[config.mk]
export PLATFORM = sky130hd
export DESIGN_NAME = delayed_read_tracker
export DESIGN_NICKNAME = d
export VERILOG_FILES = /design/src/rtl/dlyrd_pkg.sv /design/src/rtl/dlyrd_capture.sv /design/src/rtl/dlyrd_budget.sv /design/src/rtl/dlyrd_fsm.sv /design/src/rtl/delayed_read_tracker.sv
export SDC_FILE = /design/constraint.sdc
export NUM_CORES = 1
export LEC_CHECK = 0
export CAP_MARGIN = 20
export CORE_UTILIZATION = 30
export CTS_CLUSTER_DIAMETER = 50
export DETAILED_ROUTE_END_ITERATION = 7
export DONT_BUFFER_PORTS = 1
export PLACE_DENSITY_LB_ADDON = 0.05
export SLEW_MARGIN = 15
export SYNTH_ARGS = -nofsm -noshare
export SYNTH_HDL_FRONTEND = slang
export SYNTH_SLANG_ARGS = --single-unit
[constraint.sdc]
create_clock -name clk -period 2.3 [get_ports clk]
set_input_delay 0.46 -clock clk [delete_from_list [all_inputs] [get_ports clk]]
set_output_delay 0.46 -clock clk [all_outputs]
set_load 0.01 [all_outputs]
[src/rtl/dlyrd_pkg.sv]
package dlyrd_pkg;

    typedef enum logic [1:0] {
        ST_IDLE  = 2'd0,
        ST_FETCH = 2'd1,
        ST_HELD  = 2'd2
    } trk_state_t;

    localparam int unsigned DEF_ADDR_W = 32;
    localparam int unsigned DEF_CMD_W  = 4;
    localparam int unsigned DEF_CODE_W = 3;

endpackage

[src/rtl/dlyrd_capture.sv]
module dlyrd_capture #(
    parameter int unsigned ADDR_W = 32,
    parameter int unsigned CMD_W  = 4
) (
    input  logic              clk,
    input  logic              rst_n,
    input  logic              load,
    input  logic [ADDR_W-1:0] addr_in,
    input  logic [CMD_W-1:0]  cmd_in,
    output logic              match
);

    logic [ADDR_W-1:0] addr_q;
    logic [CMD_W-1:0]  cmd_q;

    always_ff @(posedge clk) begin
        if (!rst_n) begin
            addr_q <= '0;
            cmd_q  <= '0;
        end else if (load) begin
            addr_q <= addr_in;
            cmd_q  <= cmd_in;
        end
    end

    // both fields must agree for a returning master to be recognised
    always_comb begin
        match = (addr_in == addr_q) && (cmd_in == cmd_q);
    end

endmodule

[src/rtl/dlyrd_budget.sv]
module dlyrd_budget #(
    parameter int unsigned CODE_W = 3
) (
    input  logic              clk,
    input  logic              rst_n,
    input  logic              clear,
    input  logic              bump,
    input  logic [CODE_W-1:0] limit_code,
    output logic              exhaust
);

    localparam int unsigned TOP_CODE  = (1 << CODE_W) - 1;
    localparam int unsigned MAX_LIMIT = 1 << TOP_CODE;
    localparam int unsigned CNT_W     = $clog2(MAX_LIMIT) + 1;

    logic [CNT_W-1:0] cnt_q;
    logic [CNT_W-1:0] limit;
    logic             unlimited;
    logic [CNT_W:0]   cnt_inc;

    always_comb begin
        unlimited = (limit_code == '0);
        limit     = '0;
        for (int k = 1; k <= int'(TOP_CODE); k++) begin
            if (limit_code == CODE_W'(k)) begin
                limit = CNT_W'(1) << k;
            end
        end
        cnt_inc = {1'b0, cnt_q} + 1'b1;
        exhaust = bump && !unlimited && (cnt_inc == {1'b0, limit});
    end

    always_ff @(posedge clk) begin
        if (!rst_n || clear) begin
            cnt_q <= '0;
        end else if (bump && (cnt_q != '1)) begin
            cnt_q <= cnt_q + 1'b1;
        end
    end

endmodule

[src/rtl/dlyrd_fsm.sv]
module dlyrd_fsm
    import dlyrd_pkg::*;
(
    input  logic clk,
    input  logic rst_n,
    input  logic req_valid,
    input  logic req_read,
    input  logic first_data_done,
    input  logic data_ready,
    input  logic match,
    input  logic exhaust,
    output logic resp_retry,
    output logic resp_accept,
    output logic load,
    output logic bump,
    output logic clear,
    output logic fetch_start,
    output logic discard
);

    trk_state_t st_q;
    trk_state_t st_d;
    logic       fetch_d;
    logic       drop_d;

    // state register
    always_ff @(posedge clk) begin
        if (!rst_n) begin
            st_q <= ST_IDLE;
        end else begin
            st_q <= st_d;
        end
    end

    // decisions, strobes and next state
    always_comb begin
        st_d        = st_q;
        resp_retry  = 1'b0;
        resp_accept = 1'b0;
        load        = 1'b0;
        bump        = 1'b0;
        clear       = 1'b0;
        fetch_d     = 1'b0;
        drop_d      = 1'b0;
        unique case (st_q)
            ST_IDLE: begin
                clear = 1'b1;
                if (req_valid) begin
                    if (req_read && !first_data_done) begin
                        resp_retry = 1'b1;
                        load       = 1'b1;
                        fetch_d    = 1'b1;
                        st_d       = ST_FETCH;
                    end else begin
                        resp_accept = 1'b1;
                    end
                end
            end
            ST_FETCH, ST_HELD: begin
                if (st_q == ST_FETCH && data_ready) begin
                    st_d = ST_HELD;
                end
                if (req_valid) begin
                    if (match) begin
                        if (st_q == ST_HELD) begin
                            resp_accept = 1'b1;
                            st_d        = ST_IDLE;
                        end else begin
                            resp_retry = 1'b1;
                        end
                    end else begin
                        resp_retry = 1'b1;
                        bump       = 1'b1;
                        if (exhaust) begin
                            drop_d = 1'b1;
                            st_d   = ST_IDLE;
                        end
                    end
                end
            end
            default: begin
                st_d = ST_IDLE;
            end
        endcase
    end

    // registered pulses
    always_ff @(posedge clk) begin
        if (!rst_n) begin
            fetch_start <= 1'b0;
            discard     <= 1'b0;
        end else begin
            fetch_start <= fetch_d;
            discard     <= drop_d;
        end
    end

endmodule

[src/rtl/delayed_read_tracker.sv]
module delayed_read_tracker #(
    parameter int unsigned ADDR_W = dlyrd_pkg::DEF_ADDR_W,
    parameter int unsigned CMD_W  = dlyrd_pkg::DEF_CMD_W,
    parameter int unsigned CODE_W = dlyrd_pkg::DEF_CODE_W
) (
    input  logic              clk,
    input  logic              rst_n,
    input  logic              req_valid,
    input  logic [ADDR_W-1:0] req_addr,
    input  logic [CMD_W-1:0]  req_cmd,
    input  logic              req_read,
    input  logic              first_data_done,
    input  logic              data_ready,
    input  logic [CODE_W-1:0] limit_code,
    output logic              resp_retry,
    output logic              resp_accept,
    output logic              fetch_start,
    output logic              discard
);

    logic match;
    logic exhaust;
    logic load;
    logic bump;
    logic clear;

    dlyrd_capture #(
        .ADDR_W(ADDR_W),
        .CMD_W (CMD_W)
    ) u_capture (
        .clk    (clk),
        .rst_n  (rst_n),
        .load   (load),
        .addr_in(req_addr),
        .cmd_in (req_cmd),
        .match  (match)
    );

    dlyrd_budget #(
        .CODE_W(CODE_W)
    ) u_budget (
        .clk       (clk),
        .rst_n     (rst_n),
        .clear     (clear),
        .bump      (bump),
        .limit_code(limit_code),
        .exhaust   (exhaust)
    );

    dlyrd_fsm u_fsm (
        .clk            (clk),
        .rst_n          (rst_n),
        .req_valid      (req_valid),
        .req_read       (req_read),
        .first_data_done(first_data_done),
        .data_ready     (data_ready),
        .match          (match),
        .exhaust        (exhaust),
        .resp_retry     (resp_retry),
        .resp_accept    (resp_accept),
        .load           (load),
        .bump           (bump),
        .clear          (clear),
        .fetch_start    (fetch_start),
        .discard        (discard)
    );

endmodule

### Word-level counts from Yosys, hierarchy flattened

Index checks and enable logic that the tools add are counted.

| storage, ports and cells | value |
|---|---|
| bits in registers | 48 |
| input bits | 45 |
| output and inout port bits | 4 |
| logic and storage cells | 74 |

| cells by class | value |
|---|---|
| add/sub/neg operators | 2 |
| equality and inequality tests | 15 |
| mux-type cells | 33 |
| bitwise gates (word level) | 3 |
| reductions and logical operators | 15 |

Operators with widths:

| operator | count |
|---|---|
| $eq A32 B32 Y1 | 1 |
| $mux W1 | 16 |
| $mux W2 | 8 |
| $eq A3 B3 Y1 const B | 4 |
| $add A8 B1 Y9 const B | 1 |
| $eq A9 B8 Y1 | 1 |
| $add A8 B1 Y8 const B | 1 |
| $mux W8 | 1 |
| $ne A8 B8 Y1 const B | 1 |
| $mux W7 | 1 |
| $eq A3 B2 Y1 const B | 2 |
| $logic_and A1 B1 Y1 | 6 |
| $mux W6 | 1 |
| $mux W5 | 1 |
| $eq A4 B4 Y1 | 1 |
| $mux W4 | 1 |
| $pmux W1 S2 | 2 |
| $pmux W2 S2 | 1 |
| $reduce_or A4 Y1 | 1 |
| $eq A3 B1 Y1 const B | 1 |
| $logic_not A1 Y1 | 3 |
| $logic_not A3 Y1 | 1 |
| $mux W3 | 1 |
| $not A1 Y1 | 3 |
| other kinds (8) | 8 |

### Depth between registers and ports, before layout

Gate-level depths: netlist (run 1).

| depth | value |
|---|---|
| depth after elaboration | 14 |
| gate-level depth with buffers | 8 |
| gate-level depth less buffers | 7 |

### Modules after synthesis

From an unflattened synthesis (run 1), not the netlist that was laid out.

| second synthesis, totals | value |
|---|---|
| cells, all modules | 290 |
| area total of the unflattened synthesis | 2793.9 um2 |

Modules (own cells, without submodules):

| module | instances | cells each | area an instance (um2) | sequential area each (um2) |
|---|---|---|---|---|
| dlyrd_capture | 1 | 163 | 1740.4 | 720.7 |
| dlyrd_budget | 1 | 91 | 728.2 | 160.2 |
| dlyrd_fsm | 1 | 36 | 325.3 | 80.1 |

### Least setup slack after synthesis (run 1)

Ideal clock, no wire load.

| timing | value |
|---|---|
| path type | input -> output |
| start | input port req_addr[22] |
| end | output port resp_accept |
| data arrival time | 1.980 ns |
| required time | 1.840 ns |
| setup slack | -0.140 ns |
| stages | 5 |
| buffers on the path | 0 |
| path through | xor2_1 > nor4_1 > nand3_1 > or4_4 > a2111oi_2 |

| on the way | value |
|---|---|
| cells in the longest elaborated chain, start to end | 5 |

Ends and longest elaborated chain:

| what | RTL line | source |
|---|---|---|
| from (decl) | delayed_read_tracker.sv:9 | `input logic [ADDR_W-1:0] req_addr,` |
| $eq A32 B32 Y1 | dlyrd_capture.sv:28 | `match = (addr_in == addr_q) && (cmd_in == cmd_q);` |
| $logic_and A1 B1 Y1 | dlyrd_capture.sv:28 |  |
| $mux W1 | dlyrd_fsm.sv:64 | `if (match) begin` |
| $mux W1 | dlyrd_fsm.sv:63 | `if (req_valid) begin` |
| $pmux W1 S2 | dlyrd_fsm.sv:45 | `unique case (st_q)` |
| to (decl) | delayed_read_tracker.sv:16 | `output logic resp_accept,` |

No other way between the ends.

### Worst setup path after layout (run 1)

| timing | value |
|---|---|
| start | register u_capture.addr_q[27] |
| end | output port resp_accept |

| on the way | value |
|---|---|
| cells in the longest elaborated chain, start to end | 5 |

Ends and longest elaborated chain:

| what | RTL line | source |
|---|---|---|
| from (decl) | dlyrd_capture.sv:13 | `logic [ADDR_W-1:0] addr_q;` |
| from (signal assigned) | dlyrd_capture.sv:21 | `addr_q <= addr_in;` |
| $eq A32 B32 Y1 | dlyrd_capture.sv:28 |  |
| $logic_and A1 B1 Y1 | dlyrd_capture.sv:28 |  |
| $mux W1 | dlyrd_fsm.sv:64 |  |
| $mux W1 | dlyrd_fsm.sv:63 |  |
| $pmux W1 S2 | dlyrd_fsm.sv:45 |  |

No other way between the ends.

==> flow_summary.ini, run 1 <==
[setup_path]
cpPeakStageDelay_ns = 0.52
crit_chain = xor2_1 -> nor4_2 -> nand3_4 -> or4_4 -> a2111oi_4
critPathLaunchType = flop
critical_path_buf_inv_count = 0
crit_type = reg -> out
endpoint_kind = output pin
critPathArrivalTime_ns = 2.25
critPathRequiredTime_ns = 1.84
crit_family = simple AND/OR/NAND/NOR gates
cpMaxStageDelayCell = or4_4
cp_max_fo = 2

[synth]
synth-seq-area-share_pct = 36.7
yosysWarnings = 0
ys_top_cells_by_area = dfxtp_1 37%, xor2_1 12%, nand2_1 11%, a21oi_1 8.0%, nor4_1 2.9%
synth-edff-count = 0
syn-num-nets = 382
synth_seq_cells = 48
synthCells = 332
mappedNetlistArea_mm2 = 0.00262
synthArstFlopShare_pct = 0
synth_top_area_cell = dfxtp_1
synthDistinctLibCells = 48
synth_top_area_share_pct = 36.7
synth.avg_cell_area_um2 = 7.89
synth_top_flop_cell = dfxtp_1

[floorplan]
die_h_um = 95.4
coreArea_mm2 = 0.00834
io_pins = 49
die_area_mm2 = 0.00911
start_util_pct = 31.4
rows = 33
die_x_um = 95.4

[clock_network]
h-tree-depth = 2
cts_root_buffer = clkbuf_8
clkSlewWorstSetupHoldPaths_ns = 0.10
cts_made_buffers = 5
cts_tree = yes
clockBufferDepth = 2
clkLatencyLatePin_ns = 0.31
clock_sinks = 48

[finish]
instances_no_fill = 446
nNetsFinal = 391
area_growth_pct = 15.4
final_common_cell = nand2_1
diodes = 0
mostFrequentLayoutCells = 80 x nand2_1, 45 x dfxtp_1, 41 x a21oi_1
fill_cells = 912
final_util_pct = 36.2
drive_gt1_share_pct = 14.4

[timing]
timing.final.crit_share_pct = 118
finalWorstSetupSlack_ns = -0.406
fmax_mhz = 370
hold_viol = 0
finalClockSkew_ns = 0.00879
setup_viol = 2
grt_setup_unrepaired = yes
report.final.slew_viol_count = 0
finalCriticalPeriod_ns = 2.71
slew_headroom_pct = 72.1
worst_slew_pin_slew_ns = 0.419

[detailed_routing]
drt-initial-drc-count = 64
routed_wl_mm = 6.66
post_drt_wl_per_cell_um = 14.9
drt_pre_antenna_iters = 4
vias_per_cell = 4.96
ant_nets = 0
vias = 2212
drc = 0

[power]
p_leak_nw = 1.14
ir_drop_uv = 235
power.density_mw_per_mm2 = 683
power.total_mw = 2.06

[global_routing]
grt_pass1_vias = 2124
grt_max_degree = 38
gr-total-overflow = 0
grt_usage_pct = 15.4
grt_pass1_wl_mm = 10.6
antenna_found_initial = 0

[status]
status = finished with violations
violations = setup timing

[hold_path]
min_path_type = in -> reg

[placement]
hpwl_mm = 4.72
io_buffer_count = 0
dp_slack_ns = -0.326
gp_congestion = 0.731
dp_cells = 437

[job]
drv_cap = 0
-- registers in the layout, summed over array words and instances, names as in the netlist --
name	cells
u_capture.cmd_q	4
u_fsm.st_q	2
u_fsm.discard	1
u_capture.addr_q	32
u_fsm.fetch_start	1
u_budget.cnt_q	8
-- repair_timing --
| action | CTS | global route |
|---|---|---|
| hold buffers | 0 | 0 |
| pin swaps | 1 | 2 |
| setup buffers | 1 | 1 |
| setup endpoints to repair | 2 | 3 |
| gates resized for setup | 9 | 5 |
-- logic make-up (layout without fill, tap and decap cells) --
group                      count (synthesis)  count (layout)  synth area share, %
xor gates and xnor gates                  40              40                 13.4
adders and majority gates                  5               5                 2.39
AOI/OAI and AO/OA                         70              70                 16.9
muxes                                      3               3                 1.15
DFF                                       48              48                 36.7
buffers and inverters                     24              33                 3.77
and+or+nand+nor                          142             142                 25.7
-- layer usage --
metal / global-route usage (%) / share of wire, % / vias up
li1: - / - / 1157
met1: 18.6 / 44 / 1006
met2: 25.4 / 47 / 41
met3: 6.38 / 7.4 / 8
met4: 3.48 / 1.3 / 0
met5: 0 / 0 / -
-- cells in the mapped netlist (all sizes together), types with 5 or more instances --
cell    instances
clkbuf          9
ha              5
o21ai           6
nand2          80
xor2           37
a21oi          42
inv             9
nand3          12
buf             6
nor4           12
nor2           11
dfxtp          48
-- worst paths after layout --
path	start	to	slack (ns)	cells after the start
worst max-delay path	u_capture.addr_q[27]$_SDFFE_PN0P_	resp_accept	-0.41	5
worst min-delay path	req_valid	u_fsm.st_q[1]$_SDFFE_PN0P_	0.23	1
worst max register to register	u_capture.cmd_q[2]$_SDFFE_PN0P_	u_budget.cnt_q[5]$_SDFFE_PP0P_	0.15	9
worst min register to register	u_capture.cmd_q[2]$_SDFFE_PN0P_	u_capture.cmd_q[2]$_SDFFE_PN0P_	0.47	2
-- cell type report --
type                    count  area [um^2]  share of cell area (%)
multi-input cells         260         1640                    54.1
flip-flops and latches     48          965                    31.9
well taps                 105          131                    4.35
repair buffers             17          128                    4.22
clock buffers               5         68.8                    2.28
clock inverters             2         60.1                    1.99
inverters                   9         33.8                    1.12
-- stage by stage --
step,instance area (um^2),TNS (ns),hold WS [ns]
4_1_cts,2990,-0.908,0.222
2_1_floorplan,2630,-0.0289,0.448
5_1_grt,3020,-1.05,0.212
3_3_place_gp,2810,-0.644,0.453
3_5_place_dp,2810,-0.519,0.458
6_report,3020,-0.794,0.230
-- where the power goes --
group          internal, mW  total (mW)  switching, mW  leakage [nW]
Clock                 0.428       0.734          0.306        0.0642
Sequential            0.876       0.908         0.0312         0.390
Combinational         0.166       0.422          0.256         0.689
Note: power is estimated with default switching activity, not from simulation.
==> run 2, diff against run 1 <==
- SKIP_LAST_GASP: default -> 1
- TNS_END_PERCENT: default -> 30
- clock period: 2.3 -> 2.61 ns (I/O delays scaled with it)
==> flow_summary.ini, run 2 (synthesis results as in run 1) <==
[placement]
hpwl_mm = 4.58
dp_cells = 431
gp_congestion = 0.747
io_buffer_count = 0

[floorplan]
start_util_pct = 31.4
rows = 33
io_pins = 49
die_area_mm2 = 0.00911
die_h_um = 95.4
coreArea_mm2 = 0.00834
die_x_um = 95.4

[setup_path]
crit_type = reg -> out
critPathRequiredTime_ns = 2.09
reg2reg_from = u_budget.cnt_q[0]$_SDFFE_PP0P_
crit_path_start = u_capture.addr_q[0]$_SDFFE_PN0P_
critPathLaunchType = flop
critPathArrivalTime_ns = 2.41
endpoint_kind = output pin
cp_max_fo = 2
reg2reg_slack_ns = 0.43

[finish]
diodes = 0
final_util_pct = 34.4
area_growth_pct = 9.56
final_common_cell = nand2_1
nNetsFinal = 383
reg_top3 = u_capture.addr_q x32, u_budget.cnt_q x8, u_capture.cmd_q x4
mostFrequentLayoutCells = 80 x nand2_1, 48 x dfxtp_1, 42 x a21oi_1
drive_gt1_share_pct = 9.28
instances_no_fill = 439
top_register = u_capture.addr_q
fill_cells = 895
largest_register_ffs = 32

[timing]
timing.final.crit_share_pct = 112
setup_viol = 2
hold_viol = 0
fmax_mhz = 341
finalCriticalPeriod_ns = 2.93
report.final.slew_viol_count = 0
finalClockSkew_ns = 0.00987
slew_headroom_pct = 71.2
grt_setup_unrepaired = yes
finalWorstSetupSlack_ns = -0.324
setup_tns_ns = -0.551
worst_slew_pin_slew_ns = 0.432

[global_routing]
antenna_found_initial = 0
grt_max_degree = 38
grt_pass1_wl_mm = 10.6
grt_usage_pct = 15.5
gr-total-overflow = 0
grt_pass1_vias = 2132

[detailed_routing]
drt_pre_antenna_iters = 4
vias = 2218
vias_per_cell = 5.05
drc = 0
ant_nets = 0
post_drt_wl_per_cell_um = 14.9
drt-initial-drc-count = 70
routed_wl_mm = 6.56

[power]
power.total_mw = 1.64
p_leak_nw = 1.08
power.density_mw_per_mm2 = 571
ir_drop_uv = 170

[clock_network]
cts_hold_buffers = 0
clockBufferDepth = 2
clkSlewWorstSetupHoldPaths_ns = 0.10
clkLatencyLatePin_ns = 0.31
cts_tree = yes
cts_root_buffer = clkbuf_8
cts_setup_buffers = 0
cts_made_buffers = 5
clock_sinks = 48
h-tree-depth = 2

[status]
violations = setup timing
status = finished with violations

[hold_path]
min_path_type = in -> reg
min_from = req_valid

[job]
drv_cap = 0
run 2: cell type report:
class / instances / area [um^2] / area share (%)
clock buffers: 6 / 82.6 / 2.88
clock inverters: 2 / 15.0 / 0.523
inverters: 9 / 33.8 / 1.18
multi-input cells: 260 / 1580 / 55.0
flip-flops and latches: 48 / 961 / 33.5
well taps: 105 / 131 / 4.58
repair buffers: 9 / 67.6 / 2.35
run 2: report_power, final:
part	switching (mW)	leakage, nW	internal, mW
combinational	0.216	0.644	0.138
clock	0.268	0.0434	0.215
sequential	0.0285	0.389	0.772
run 2: worst paths after layout:
path | to | depth (start not counted)
min | u_fsm.st_q[1]$_SDFFE_PN0P_ | 1
max | resp_accept | 6
min reg2reg | u_capture.addr_q[7]$_SDFFE_PN0P_ | 2
max reg2reg | u_fsm.st_q[1]$_SDFFE_PN0P_ | 7
run 2: layer usage:
metal | share of wire, % | vias to the layer above | GRT usage [%]
met5 | 0 | - | 0
met4 | 1.2 | 0 | 4.73
met3 | 6.9 | 7 | 4.86
met2 | 45 | 49 | 26.1
met1 | 46 | 1015 | 18.9
li1 | - | 1147 | -
run 2: timing repair:
item,4_1_cts,5_1_grt
resized for setup,2,0
pin swaps,1,2
setup endpoints to repair,2,2
run 2: metrics by stage:
stage	area (um^2)	hold slack (ns)	setup WS [ns]
2_1_floorplan	2620	0.448	0.0457
3_3_place_gp	2750	0.453	-0.321
3_5_place_dp	2750	0.459	-0.335
4_1_cts	2870	0.298	-0.382
5_1_grt	2870	0.303	-0.494
6_report	2870	0.306	-0.324
run 2: worst max-delay path: stages (launching register included):
cell and delay, ns:
dfxtp_1 0.33, xor2_1 0.16, nor4_1 0.34, nand3_1 0.21
or4_4 0.56, a2111oi_4 0.33, buf_4 0.18
